### src/rtl/cfgp_pkg.sv
package cfgp_pkg;
  localparam int BYTE_W = 8;
  localparam int BIT_CW = 4;
  localparam logic [BIT_CW-1:0] ACK_SLOT = 4'd8;

  typedef enum logic [2:0] {
    ST_IDLE,
    ST_ADDR,
    ST_MAP,
    ST_WR,
    ST_RD,
    ST_SKIP
  } cfgp_state_e;
endpackage

### src/rtl/cfgp_sync.sv
module cfgp_sync #(
  parameter int W = 3
) (
  input  logic         clk_i,
  input  logic         rst_ni,
  input  logic [W-1:0] d_i,
  output logic [W-1:0] q_o,
  output logic [W-1:0] rise_o,
  output logic [W-1:0] fall_o
);
  logic [W-1:0] meta_q, sync_q, prev_q;

  always_ff @(posedge clk_i or negedge rst_ni) begin
    if (!rst_ni) begin
      meta_q <= '1;
      sync_q <= '1;
      prev_q <= '1;
    end else begin
      meta_q <= d_i;
      sync_q <= meta_q;
      prev_q <= sync_q;
    end
  end

  assign q_o    = sync_q;
  assign rise_o = sync_q & ~prev_q;
  assign fall_o = ~sync_q & prev_q;
endmodule

### src/rtl/cfgp_map_ptr.sv
module cfgp_map_ptr #(
  parameter int PTR_W = 7,
  parameter int B0_LO = 1,
  parameter int B0_HI = 8,
  parameter int B1_LO = 9,
  parameter int B1_HI = 17
) (
  input  logic             clk_i,
  input  logic             rst_ni,
  input  logic             ld_i,
  input  logic [PTR_W:0]   ld_val_i,   // {incr, pointer}
  input  logic             step_i,
  output logic [PTR_W-1:0] ptr_o,
  output logic             incr_o,
  output logic             in_range_o
);
  localparam logic [PTR_W-1:0] LO0 = PTR_W'(B0_LO);
  localparam logic [PTR_W-1:0] HI0 = PTR_W'(B0_HI);
  localparam logic [PTR_W-1:0] LO1 = PTR_W'(B1_LO);
  localparam logic [PTR_W-1:0] HI1 = PTR_W'(B1_HI);

  logic [PTR_W-1:0] ptr_q, ptr_nxt;
  logic             incr_q, in0, in1;

  assign in0 = (ptr_q >= LO0) && (ptr_q <= HI0);
  assign in1 = (ptr_q >= LO1) && (ptr_q <= HI1);

  // each section wraps onto itself
  always_comb begin
    ptr_nxt = ptr_q;
    if (in0)      ptr_nxt = (ptr_q == HI0) ? LO0 : ptr_q + 1'b1;
    else if (in1) ptr_nxt = (ptr_q == HI1) ? LO1 : ptr_q + 1'b1;
  end

  always_ff @(posedge clk_i or negedge rst_ni) begin
    if (!rst_ni) begin
      ptr_q  <= '0;
      incr_q <= 1'b0;
    end else if (ld_i) begin
      ptr_q  <= ld_val_i[PTR_W-1:0];
      incr_q <= ld_val_i[PTR_W];
    end else if (step_i && incr_q) begin
      ptr_q  <= ptr_nxt;
    end
  end

  assign ptr_o      = ptr_q;
  assign incr_o     = incr_q;
  assign in_range_o = in0 | in1;
endmodule

### src/rtl/serial_cfg_port.sv
module serial_cfg_port
  import cfgp_pkg::*;
#(
  parameter int          PTR_W     = 7,
  parameter int          B0_LO     = 1,
  parameter int          B0_HI     = 8,
  parameter int          B1_LO     = 9,
  parameter int          B1_HI     = 17,
  parameter int          CPEN_ADDR = 8,
  parameter int          CPEN_BIT  = 0,
  parameter logic [5:0]  DEV_HI    = 6'b001100
) (
  input  logic             clk_i,
  input  logic             rst_ni,
  input  logic             scl_i,
  input  logic             sda_i,
  output logic             sda_oe_o,
  input  logic             sel_i,
  output logic             reg_we_o,
  output logic [PTR_W-1:0] reg_addr_o,
  output logic [7:0]       reg_wdata_o,
  input  logic [7:0]       reg_rdata_i,
  output logic             cp_en_o,
  output logic             load_defaults_o,
  output logic             spi_mode_o
);
  localparam logic [PTR_W-1:0] CPEN_A   = PTR_W'(CPEN_ADDR);
  localparam logic [6:0]       SPI_ADDR = {DEV_HI, 1'b0};

  logic [2:0] pin_q, pin_rise, pin_fall;
  logic scl_s, sda_s, sel_s, scl_rise, scl_fall, start_c, stop_c, cs_fall, cs_rise;

  cfgp_sync #(.W(3)) u_sync (
    .clk_i (clk_i),
    .rst_ni(rst_ni),
    .d_i   ({sel_i, sda_i, scl_i}),
    .q_o   (pin_q),
    .rise_o(pin_rise),
    .fall_o(pin_fall)
  );

  cfgp_state_e          st_q;
  logic [BIT_CW-1:0]    bit_cnt_q;
  logic [BYTE_W-1:0]    sh_q, tx_q, wdata_q, byte_now, rd_load;
  logic                 in_ack_q, rd_ack_q, rd_data_q, we_q, step_q, oe_q;
  logic                 spi_q, cpen_q, ldef_q;
  logic                 byte_evt, id_ok, map_ld, rd_step, ptr_step, map_incr, map_ok;
  logic [PTR_W-1:0]     ptr;

  assign scl_s    = pin_q[0];
  assign sda_s    = pin_q[1];
  assign sel_s    = pin_q[2];
  assign scl_rise = pin_rise[0];
  assign scl_fall = pin_fall[0];
  assign cs_fall  = pin_fall[2];
  assign cs_rise  = pin_rise[2];
  // clock high and not just risen: held high over the data edge
  assign start_c  = ~spi_q & scl_s & ~scl_rise & pin_fall[1];
  assign stop_c   = ~spi_q & scl_s & ~scl_rise & pin_rise[1];

  assign byte_now = spi_q ? {sh_q[6:0], sda_s} : sh_q;
  assign byte_evt = (st_q inside {ST_ADDR, ST_MAP, ST_WR}) &&
                    (spi_q ? (scl_rise && bit_cnt_q == 4'd7)
                           : (scl_fall && bit_cnt_q == ACK_SLOT && !in_ack_q));
  assign id_ok    = spi_q ? (byte_now[7:1] == SPI_ADDR && !byte_now[0])
                          : (byte_now[7:2] == DEV_HI && byte_now[1] == sel_s);
  assign map_ld   = byte_evt && (st_q == ST_MAP);
  assign rd_step  = ~spi_q && (st_q == ST_RD) && scl_rise && bit_cnt_q == ACK_SLOT &&
                    !in_ack_q && rd_data_q && !sda_s;
  assign ptr_step = step_q | rd_step;
  assign rd_load  = map_ok ? reg_rdata_i : '0;

  cfgp_map_ptr #(
    .PTR_W(PTR_W), .B0_LO(B0_LO), .B0_HI(B0_HI), .B1_LO(B1_LO), .B1_HI(B1_HI)
  ) u_ptr (
    .clk_i     (clk_i),
    .rst_ni    (rst_ni),
    .ld_i      (map_ld),
    .ld_val_i  ({byte_now[7], byte_now[PTR_W-1:0]}),
    .step_i    (ptr_step),
    .ptr_o     (ptr),
    .incr_o    (map_incr),
    .in_range_o(map_ok)
  );

  always_ff @(posedge clk_i or negedge rst_ni) begin
    if (!rst_ni) begin
      st_q      <= ST_IDLE;
      bit_cnt_q <= '0;
      sh_q      <= '0;
      tx_q      <= '0;
      wdata_q   <= '0;
      in_ack_q  <= 1'b0;
      rd_ack_q  <= 1'b0;
      rd_data_q <= 1'b0;
      we_q      <= 1'b0;
      step_q    <= 1'b0;
      oe_q      <= 1'b0;
      spi_q     <= 1'b0;
      cpen_q    <= 1'b0;
      ldef_q    <= 1'b0;
    end else begin
      we_q   <= 1'b0;
      step_q <= 1'b0;
      ldef_q <= 1'b0;
      if (cpen_q && cs_fall && !spi_q) begin
        spi_q     <= 1'b1;
        st_q      <= ST_ADDR;
        bit_cnt_q <= '0;
        in_ack_q  <= 1'b0;
        oe_q      <= 1'b0;
      end else if (spi_q && cs_fall) begin
        st_q      <= ST_ADDR;
        bit_cnt_q <= '0;
      end else if (spi_q && cs_rise) begin
        st_q      <= ST_IDLE;
      end else if (start_c) begin
        st_q      <= ST_ADDR;
        bit_cnt_q <= '0;
        in_ack_q  <= 1'b0;
        oe_q      <= 1'b0;
      end else if (stop_c) begin
        st_q      <= ST_IDLE;
        in_ack_q  <= 1'b0;
        oe_q      <= 1'b0;
      end else if (st_q != ST_IDLE) begin
        if (scl_rise) begin
          if (bit_cnt_q < ACK_SLOT) begin
            sh_q      <= {sh_q[6:0], sda_s};
            bit_cnt_q <= (spi_q && bit_cnt_q == 4'd7) ? '0 : bit_cnt_q + 4'd1;
          end else begin
            in_ack_q <= 1'b1;
            rd_ack_q <= ~sda_s;
          end
        end
        if (byte_evt) begin
          unique case (st_q)
            ST_ADDR: begin
              if (id_ok) begin
                st_q      <= byte_now[0] ? ST_RD : ST_MAP;
                rd_data_q <= 1'b0;
                oe_q      <= ~spi_q;
              end else begin
                st_q      <= ST_SKIP;
              end
            end
            ST_MAP: begin
              st_q <= ST_WR;
              oe_q <= ~spi_q;
            end
            default: begin
              we_q    <= map_ok;
              wdata_q <= byte_now;
              step_q  <= 1'b1;
              oe_q    <= ~spi_q;
              if (ptr == CPEN_A && byte_now[CPEN_BIT]) begin
                cpen_q <= 1'b1;
                ldef_q <= ~cpen_q;
              end
            end
          endcase
        end
        if (!spi_q && scl_fall) begin
          if (in_ack_q) begin
            in_ack_q  <= 1'b0;
            bit_cnt_q <= '0;
            if (st_q == ST_RD) begin
              if (rd_ack_q) begin
                tx_q      <= rd_load;
                oe_q      <= ~rd_load[7];
                rd_data_q <= 1'b1;
              end else begin
                oe_q <= 1'b0;
                st_q <= ST_SKIP;
              end
            end else begin
              oe_q <= 1'b0;
            end
          end else if (st_q == ST_RD) begin
            if (bit_cnt_q == ACK_SLOT) oe_q <= 1'b0;
            else if (bit_cnt_q != '0)  oe_q <= ~tx_q[~bit_cnt_q[2:0]];
          end
        end
      end
    end
  end

  assign sda_oe_o        = oe_q;
  assign reg_we_o        = we_q;
  assign reg_addr_o      = ptr;
  assign reg_wdata_o     = wdata_q;
  assign cp_en_o         = cpen_q;
  assign load_defaults_o = ldef_q;
  assign spi_mode_o      = spi_q;
endmodule

### config.mk
export PLATFORM = sky130hd
export DESIGN_NAME = serial_cfg_port
export DESIGN_NICKNAME = d
export VERILOG_FILES = /design/src/rtl/cfgp_pkg.sv /design/src/rtl/cfgp_sync.sv /design/src/rtl/cfgp_map_ptr.sv /design/src/rtl/serial_cfg_port.sv
export SDC_FILE = /design/constraint.sdc
export NUM_CORES = 1
export LEC_CHECK = 0
export ABC_AREA = 1
export BUFFER_PORTS_ARGS = -buffer_cell sky130_fd_sc_hd__buf_2
export CORE_MARGIN = 4
export CORE_UTILIZATION = 50
export CTS_BUF_LIST = sky130_fd_sc_hd__clkbuf_4 sky130_fd_sc_hd__clkbuf_8
export CTS_CLUSTER_SIZE = 10
export DETAILED_ROUTE_END_ITERATION = 6
export PLACE_DENSITY = 0.68
export SETUP_SLACK_MARGIN = 0.1
export SYNTH_ARGS = -nofsm -noshare
export SYNTH_HDL_FRONTEND = slang
export SYNTH_SLANG_ARGS = --single-unit
### constraint.sdc
create_clock -name clk_i -period 6.9 [get_ports clk_i]
set_clock_uncertainty 0.15 [all_clocks]
set_input_delay 1.035 -clock clk_i [delete_from_list [all_inputs] [get_ports clk_i]]
set_output_delay 1.035 -clock clk_i [all_outputs]
set_load 0.02 [all_outputs]
==> results of run 1 <==
[power breakdown]
part	internal (W)	switching [W]	total, W
logic	0.0000739	0.000154	0.000228
registers	0.000384	0.0000440	0.000428
clock network	0.000221	0.000128	0.000350
[per-stage QoR]
step                      hold slack (ns)  area, um^2  worst slack (ns)
after detailed placement            0.198        3210              4.49
after global placement              0.197        3210              4.56
after CTS                           0.208        3440              4.49
after global routing                0.209        3440              4.25
after floorplan                     0.195        2990              4.71
final                               0.205        3440              4.48
[worst max path at each step]
stage | startpoint | endpoint | slack (ns) | cells after the start
2_1_floorplan | bit_cnt_q[0]$_DFFE_PN0P_ | reg_wdata_o[0]$_DFFE_PN0P_ | 4.71 | 13
3_3_place_gp | spi_mode_o$_DFFE_PN0P_ | reg_wdata_o[0]$_DFFE_PN0P_ | 4.56 | 11
3_5_place_dp | spi_mode_o$_DFFE_PN0P_ | reg_wdata_o[0]$_DFFE_PN0P_ | 4.49 | 10
4_1_cts | spi_mode_o$_DFFE_PN0P_ | reg_wdata_o[0]$_DFFE_PN0P_ | 4.49 | 10
5_1_grt | spi_mode_o$_DFFE_PN0P_ | reg_wdata_o[2]$_DFFE_PN0P_ | 4.25 | 11
6_report | spi_mode_o$_DFFE_PN0P_ | reg_wdata_o[0]$_DFFE_PN0P_ | 4.48 | 10
[state kept, by name, indices dropped and copies added (netlist names), 3 cells and up]
signal and cells:
u_sync.q_o 3, tx_q 8, st_q 3, u_sync.meta_q 3, sh_q 8, reg_wdata_o 8
u_ptr.ptr_o 7, u_sync.prev_q 3, bit_cnt_q 4
[placed cells by master, fill, tap and decap left out, drive strengths merged, types with 5 or more instances in the layout]
master	n
nand2	113
inv	53
dfrtp	48
nor2	45
buf	33
o21ai	31
nand3	27
clkbuf	11
nor3	11
a21oi	10
dfstp	9
ha	5
[per-layer routing]
| layer | track usage | vias to the layer above | share of wire |
|---|---|---|---|
| met5 | 0 | - | 0 |
| met4 | 0.0849 | 0 | 0.023 |
| met3 | 0.0485 | 15 | 0.045 |
| met2 | 0.275 | 48 | 0.42 |
| met1 | 0.260 | 1157 | 0.51 |
| li1 | - | 1307 | - |
[area by class of cell]
| class | instances | area, um^2 | share of cell area |
|---|---|---|---|
| timing repair buffer | 33 | 168 | 0.0487 |
| sequential | 57 | 1440 | 0.418 |
| clock buffer | 11 | 151 | 0.0440 |
| tap | 72 | 90.1 | 0.0262 |
| clock inverter | 5 | 77.6 | 0.0225 |
| multi-input combinational | 268 | 1320 | 0.383 |
| inverter | 53 | 199 | 0.0578 |
[logic make-up after synthesis]
kind of cell,count (synthesis),synth area share
simple gates,204,0.296
buf+inv,59,0.0782
flops,57,0.481
compound gates,56,0.115
fa+ha+maj,5,0.0209
xor+xnor,3,0.00878
[critical path: stages, from the launching register on]
cell                      delay [ns]
sky130_fd_sc_hd__dfrtp_1        0.52
sky130_fd_sc_hd__inv_2          0.26
sky130_fd_sc_hd__nand3_1        0.23
sky130_fd_sc_hd__o21ai_2        0.26
sky130_fd_sc_hd__nand2_4        0.10
sky130_fd_sc_hd__nor2_8         0.12
sky130_fd_sc_hd__inv_2          0.07
sky130_fd_sc_hd__nor3_4         0.22
sky130_fd_sc_hd__inv_2          0.19
sky130_fd_sc_hd__nand2_1        0.11
sky130_fd_sc_hd__o21ai_2        0.05
==> results by group, run 1 <==
Pwr
  – Power per unit of standard cell area: 292 nW/um^2
  – Peak supply drop: 0.219 mV
  – Post-layout power: 0.00101 W
  – Static Leakage: 1.81 nW

Synth
  – Proportion of synthesized flip-flops having asynchronous set or reset: 1.00
  – Count of flip-flops with a built-in enable after synthesis: 0
  – Most repeated cell in the gate-level netlist after synthesis: sky130_fd_sc_hd__nand2_1
  – Net Count, Synth: 402
  – Warnings from Yosys: 0
  – Post-synthesis cell area: 2990 um^2
  – Proportion of synthesized chip area in sequential cells: 0.481
  – Number of register bits inferred by synthesis: 57
  – Mean area per synthesized cell: 7.79 um^2
  – Share of the synthesized area in the top cell type: 0.402
  – Synthesized instance count: 384
  – Leading cell types by count after synthesis: sky130_fd_sc_hd__nand2_1 (112), sky130_fd_sc_hd__dfrtp_1 (48), sky130_fd_sc_hd__inv_1 (47)
  – Ys flop type: sky130_fd_sc_hd__dfrtp_1
  – Count of different cell masters after synthesis: 38
  – Cell accounting for the most synthesized area: sky130_fd_sc_hd__dfrtp_1
  – Synth area leaders: sky130_fd_sc_hd__dfrtp_1 (40%), sky130_fd_sc_hd__nand2_1 (14%), sky130_fd_sc_hd__dfstp_2 (7.9%), sky130_fd_sc_hd__inv_1 (5.9%), sky130_fd_sc_hd__nor2_1 (5.3%)

Route
  – Average detailed-routed wire length per instance: 12.6 um
  – Routed via count: 2527
  – Antenna violation net count after detailed routing: 0
  – Iteration-0 DRC Markers: 115
  – Total iterations of the first detailed-routing run: 4
  – Final wirelength: 6290 um
  – Residual DRC: 0
  – Vias/cell: 5.06

STA
  – Final cycle utilization of the critical path: 0.350
  – Minimum clock period after layout: 2.42 ns
  – Hold violation count in the final report: 0
  – Pins over their slew limit: 0
  – Setup repair after global routing missed its margin: false
  – Slew at the pin closest to its max-slew limit: 0.677 ns
  – Setup-violating endpoint count in the final report: 0
  – Normalized max-slew margin: 0.549
  – Total negative setup slack: 0 ns
  – Achievable Freq: 414 MHz

Placed design
  – GP Congestion: 0.861
  – Count of buffers inserted at the top-level ports: 32
  – Number of placed instances, taps included: 483
  – Post-detailed-placement half-perimeter wirelength: 4710 um

Floorplan
  – Row cnt: 27
  – Die Footprint: 7280 um^2
  – Effective utilization at floorplan: 0.530
  – Core region area: 5640 um^2
  – Die height: 85.4 um
  – Die W: 85.4 um
  – Number of top-level design ports: 33

Setup path
  – Data arrival time at the worst-slack endpoint: 2.48 ns
  – Reg2reg end: reg_wdata_o[0]$_DFFE_PN0P_
  – Classification of the worst setup path: flip-flop to flip-flop
  – Sort of element at the start of the critical path: flip-flop
  – Crit path max fanout: 15
  – Type of destination of the critical path: flip-flop
  – Register-to-register setup slack: 4.48 ns
  – Depth of the worst register-to-register path: 10
  – Required time of the critical path: 6.96 ns
  – Beginning of the worst register-to-register path: spi_mode_o$_DFFE_PN0P_

GRT
  – Antenna violations before repair: 0
  – Vias in the first global route: 2363
  – Remaining global-route overflow: 0
  – Global-route wire length before repair: 10800 um
  – Largest net degree at the start of global routing: 58
  – Overall Global Routing Usage: 0.188

Finish
  – End-of-flow core utilization: 0.610
  – Fraction of layout cells with a size suffix above 1: 0.185
  – Layout Nets: 440
  – ANT cells: 0
  – Cell Count, Final, Fillers Out: 499
  – Layout Area Growth over Synthesis: 15.1%
  – Fill count: 510

Status
  – Status: complete, no violations

Clock tree
  – CTS tree: yes
  – CTS Buf Count: 9
  – Worst-skew pair later-pin latency: 0.34 ns
  – H-tree level count: 3
  – Max clock buf depth: 2
  – Post-CTS resize count: 0
  – Total clock sinks: 57
  – Root Driver: sky130_fd_sc_hd__clkbuf_8
  – Register clock-pin slew on the reported worst setup and hold paths: 0.07 ns
  – Count of hold buffers inserted by post-cts repair: 0
  – Setup fix buffers added after clock tree synthesis: 0

Min path
  – Hold path cells: 0
  – Endpoint of the worst hold-timing path: u_sync.q_o[1]$_DFF_PN1_
  – Type of the worst min-delay path: flip-flop to flip-flop
  – Source of the worst hold timing path: u_sync.meta_q[1]$_DFF_PN1_

Flow run
  – Max-cap violations: 0
(Power assumes the default switching activity.)
==> run 2, diff against run 1 <==
PLACE_DENSITY = 0.7   (was 0.68)
clock period = 2.04 ns   (was 6.9 ns; I/O delays follow)
==> results by group, run 2 (synthesis results as in run 1) <==
Floorplan
  – Die Footprint: 7280 um^2 (unchanged)
  – Die height: 85.4 um (unchanged)
  – Row cnt: 27 (unchanged)
  – Number of top-level design ports: 33 (unchanged)
  – Die W: 85.4 um (unchanged)
  – Effective utilization at floorplan: 0.530 (unchanged)
  – Core region area: 5640 um^2 (unchanged)

Finish
  – Commonest cells after routing, fill and taps aside: sky130_fd_sc_hd__nand2_1 (98), sky130_fd_sc_hd__buf_4 (48), sky130_fd_sc_hd__dfrtp_1 (46) (was sky130_fd_sc_hd__nand2_1 (112), sky130_fd_sc_hd__dfrtp_1 (48), sky130_fd_sc_hd__inv_1 (47))
  – Fraction of layout cells with a size suffix above 1: 0.400 (was 0.185)
  – Layout Nets: 501 (was 440)
  – Layout Area Growth over Synthesis: 41.5% (was 15.1%)
  – ANT cells: 0 (unchanged)
  – Most common cell after layout, fill and taps aside: sky130_fd_sc_hd__nand2_1 (unchanged)

Clock tree
  – H-tree level count: 3 (unchanged)
  – Root Driver: sky130_fd_sc_hd__clkbuf_8 (unchanged)
  – Max clock buf depth: 2 (unchanged)
  – CTS tree: yes (unchanged)
  – Total clock sinks: 57 (unchanged)
  – Worst-skew pair later-pin latency: 0.35 ns (was 0.34 ns)
  – CTS Buf Count: 9 (unchanged)
  – Register clock-pin slew on the reported worst setup and hold paths: 0.06 ns (was 0.07 ns)

STA
  – Achievable Freq: 470 MHz (was 414 MHz)
  – Pins over their slew limit: 0 (unchanged)
  – Minimum clock period after layout: 2.13 ns (was 2.42 ns)
  – Total negative setup slack: -0.622 ns (was 0 ns)
  – Normalized max-slew margin: 0.743 (was 0.549)
  – Setup-violating endpoint count in the final report: 13 (was 0)
  – Final cycle utilization of the critical path: 1.04 (was 0.350)
  – Worst setup slack after layout: -0.0899 ns (was 4.48 ns)
  – Setup repair after global routing missed its margin: true (was false)
  – Slew at the pin closest to its max-slew limit: 0.382 ns (was 0.677 ns)
  – Hold violation count in the final report: 0 (unchanged)

Route
  – Vias/cell: 5.38 (was 5.06)
  – Antenna violation net count after detailed routing: 0 (unchanged)
  – Final wirelength: 8250 um (was 6290 um)
  – Total iterations of the first detailed-routing run: 5 (was 4)
  – Iteration-0 DRC Markers: 203 (was 115)
  – Residual DRC: 0 (unchanged)
  – Routed via count: 3007 (was 2527)
  – Average detailed-routed wire length per instance: 14.8 um (was 12.6 um)

Setup path
  – Critical Path, Cell by Cell: ha_2 -> nand2_2 -> nor3_4 -> nand2_2 -> o21ai_4 -> nand2_4 -> nor2_8 -> inv_4 -> nor3_4 -> buf_6 -> buf_6 -> nor2_2 -> a31oi_1 (was inv_2 -> nand3_1 -> o21ai_2 -> nand2_4 -> nor2_8 -> inv_2 -> nor3_4 -> inv_2 -> nand2_1 -> o21ai_2)
  – Critical-path cell with the highest stage delay: sky130_fd_sc_hd__dfrtp_1 (unchanged)
  – Sort of element at the start of the critical path: flip-flop (unchanged)
  – Classification of the worst setup path: flip-flop to flip-flop (unchanged)
  – Required time of the critical path: 2.16 ns (was 6.96 ns)
  – Critical path launch point: bit_cnt_q[1]$_DFFE_PN0P_ (was spi_mode_o$_DFFE_PN0P_)
  – Slowest cell delay on critical path: 0.39 ns (was 0.52 ns)
  – Data arrival time at the worst-slack endpoint: 2.25 ns (was 2.48 ns)
  – Beginning of the worst register-to-register path: bit_cnt_q[1]$_DFFE_PN0P_ (was spi_mode_o$_DFFE_PN0P_)
  – Crit path max fanout: 5 (was 15)
  – Type of destination of the critical path: flip-flop (unchanged)

Status
  – Failing checks: setup timing
  – Status: finished, violations left (was complete, no violations)

GRT
  – Global-route wire length before repair: 12600 um (was 10800 um)
  – Overall Global Routing Usage: 0.219 (was 0.188)
  – Largest net degree at the start of global routing: 58 (unchanged)
  – Antenna violations before repair: 0 (unchanged)
  – Remaining global-route overflow: 0 (unchanged)
  – Vias in the first global route: 2684 (was 2363)

Min path
  – Source of the worst hold timing path: reg_rdata_i[0] (was u_sync.meta_q[1]$_DFF_PN1_)
  – Type of the worst min-delay path: input port to flip-flop (was flip-flop to flip-flop)

Placed design
  – GP Congestion: 0.883 (was 0.861)
  – Worst setup slack after placement: -0.0278 ns (was 4.49 ns)
  – Count of buffers inserted at the top-level ports: 32 (unchanged)
  – Post-detailed-placement half-perimeter wirelength: 5220 um (was 4710 um)

Pwr
  – Peak supply drop: 0.693 mV (was 0.219 mV)
  – Power per unit of standard cell area: 865 nW/um^2 (was 292 nW/um^2)
  – Static Leakage: 2.15 nW (was 1.81 nW)

Flow run
  – Max-cap violations: 0 (unchanged)
==> run 2: changes by cell type in the layout (fill, tap and decap cells not counted), moves of 5 or more <==
cell                      before  now
sky130_fd_sc_hd__nor3_1        9    3
sky130_fd_sc_hd__inv_1        47   40
sky130_fd_sc_hd__o21ai_1       0    6
sky130_fd_sc_hd__nand2_1     112   98
sky130_fd_sc_hd__nand3_2       0    8
sky130_fd_sc_hd__nor2_1       42   32
sky130_fd_sc_hd__buf_6         0    5
sky130_fd_sc_hd__nand3_1      27   17
sky130_fd_sc_hd__nand2_2       0   11
sky130_fd_sc_hd__buf_4         1   48
sky130_fd_sc_hd__o21ai_0      24   17
sky130_fd_sc_hd__nor2_2        1    7
==> run 2: path summary, 6_finish.rpt <==
| kind | slack (ns) | cells after the start | to |
|---|---|---|---|
| hold reg to reg | 0.21 | 0 | u_sync.q_o[0]$_DFF_PN1_ |
| min in group asynchronous | 0.35 | 3 | u_ptr.ptr_o[1]$_DFFE_PN0P_ |
| max in group asynchronous | 1.07 | 3 | u_sync.prev_q[1]$_DFF_PN1_ |
| setup / recovery | -0.09 | 13 | reg_wdata_o[4]$_DFFE_PN0P_ |
| setup reg to reg | -0.09 | 13 | reg_wdata_o[4]$_DFFE_PN0P_ |
| hold / removal | 0.04 | 3 | tx_q[0]$_DFFE_PN0P_ |
==> run 2: where the power goes <==
part           internal, W  total [W]  switching (W)
Clock             0.000545   0.000995       0.000451
Combinational     0.000509    0.00123       0.000725
Sequential         0.00130    0.00143       0.000135
Total              0.00235    0.00366        0.00131
==> run 2: stage by stage <==
| stage | util | std cells | hold slack (ns) | total power [W] | instance area [um^2] |
|---|---|---|---|---|---|
| floorplan | - | 384 | -0.140 | 0.00205 | 3030 |
| global placement | 0.631 | 524 | 0.179 | 0.00244 | 3560 |
| detailed placement | 0.631 | 524 | 0.182 | 0.00247 | 3560 |
| CTS | 0.692 | 545 | 0.0392 | 0.00352 | 3900 |
| global route | 0.750 | 559 | 0.0384 | 0.00387 | 4230 |
| finish | 0.750 | 559 | 0.0415 | 0.00366 | 4230 |
==> run 2: layout make-up <==
class	count	area, um^2
clock inverter	2	12.5
inverter	53	221
tap	72	90.1
timing repair inverter	1	11.3
clock buffer	13	173
timing repair buffer	93	697
fill	372	1410
multi-input combinational	268	1590
sequential	57	1440
==> run 2: critical path: cells and delay by family (launching register included) <==
kind / cells / cell delay (ns)
compound gates: 2 / 0.21
flops: 1 / 0.39
buf+inv: 3 / 0.30
simple gates: 7 / 0.78
fa+ha+maj: 1 / 0.22
==> run 2: repair_timing <==
action	4_1_cts	5_1_grt
hold buffers	4	0
endpoints found under the hold margin	51	0
setup endpoints to repair	32	39
cloned	0	2
pin swaps	13	14
resized for setup	29	64
setup buffers	2	12
==> run 2: per-layer routing <==
layer	vias up	share of wire	global-route usage
li1	1431	-	-
met1	1446	0.44	0.306
met2	109	0.48	0.334
met3	21	0.054	0.0379
met4	0	0.028	0.0950
met5	-	0	0
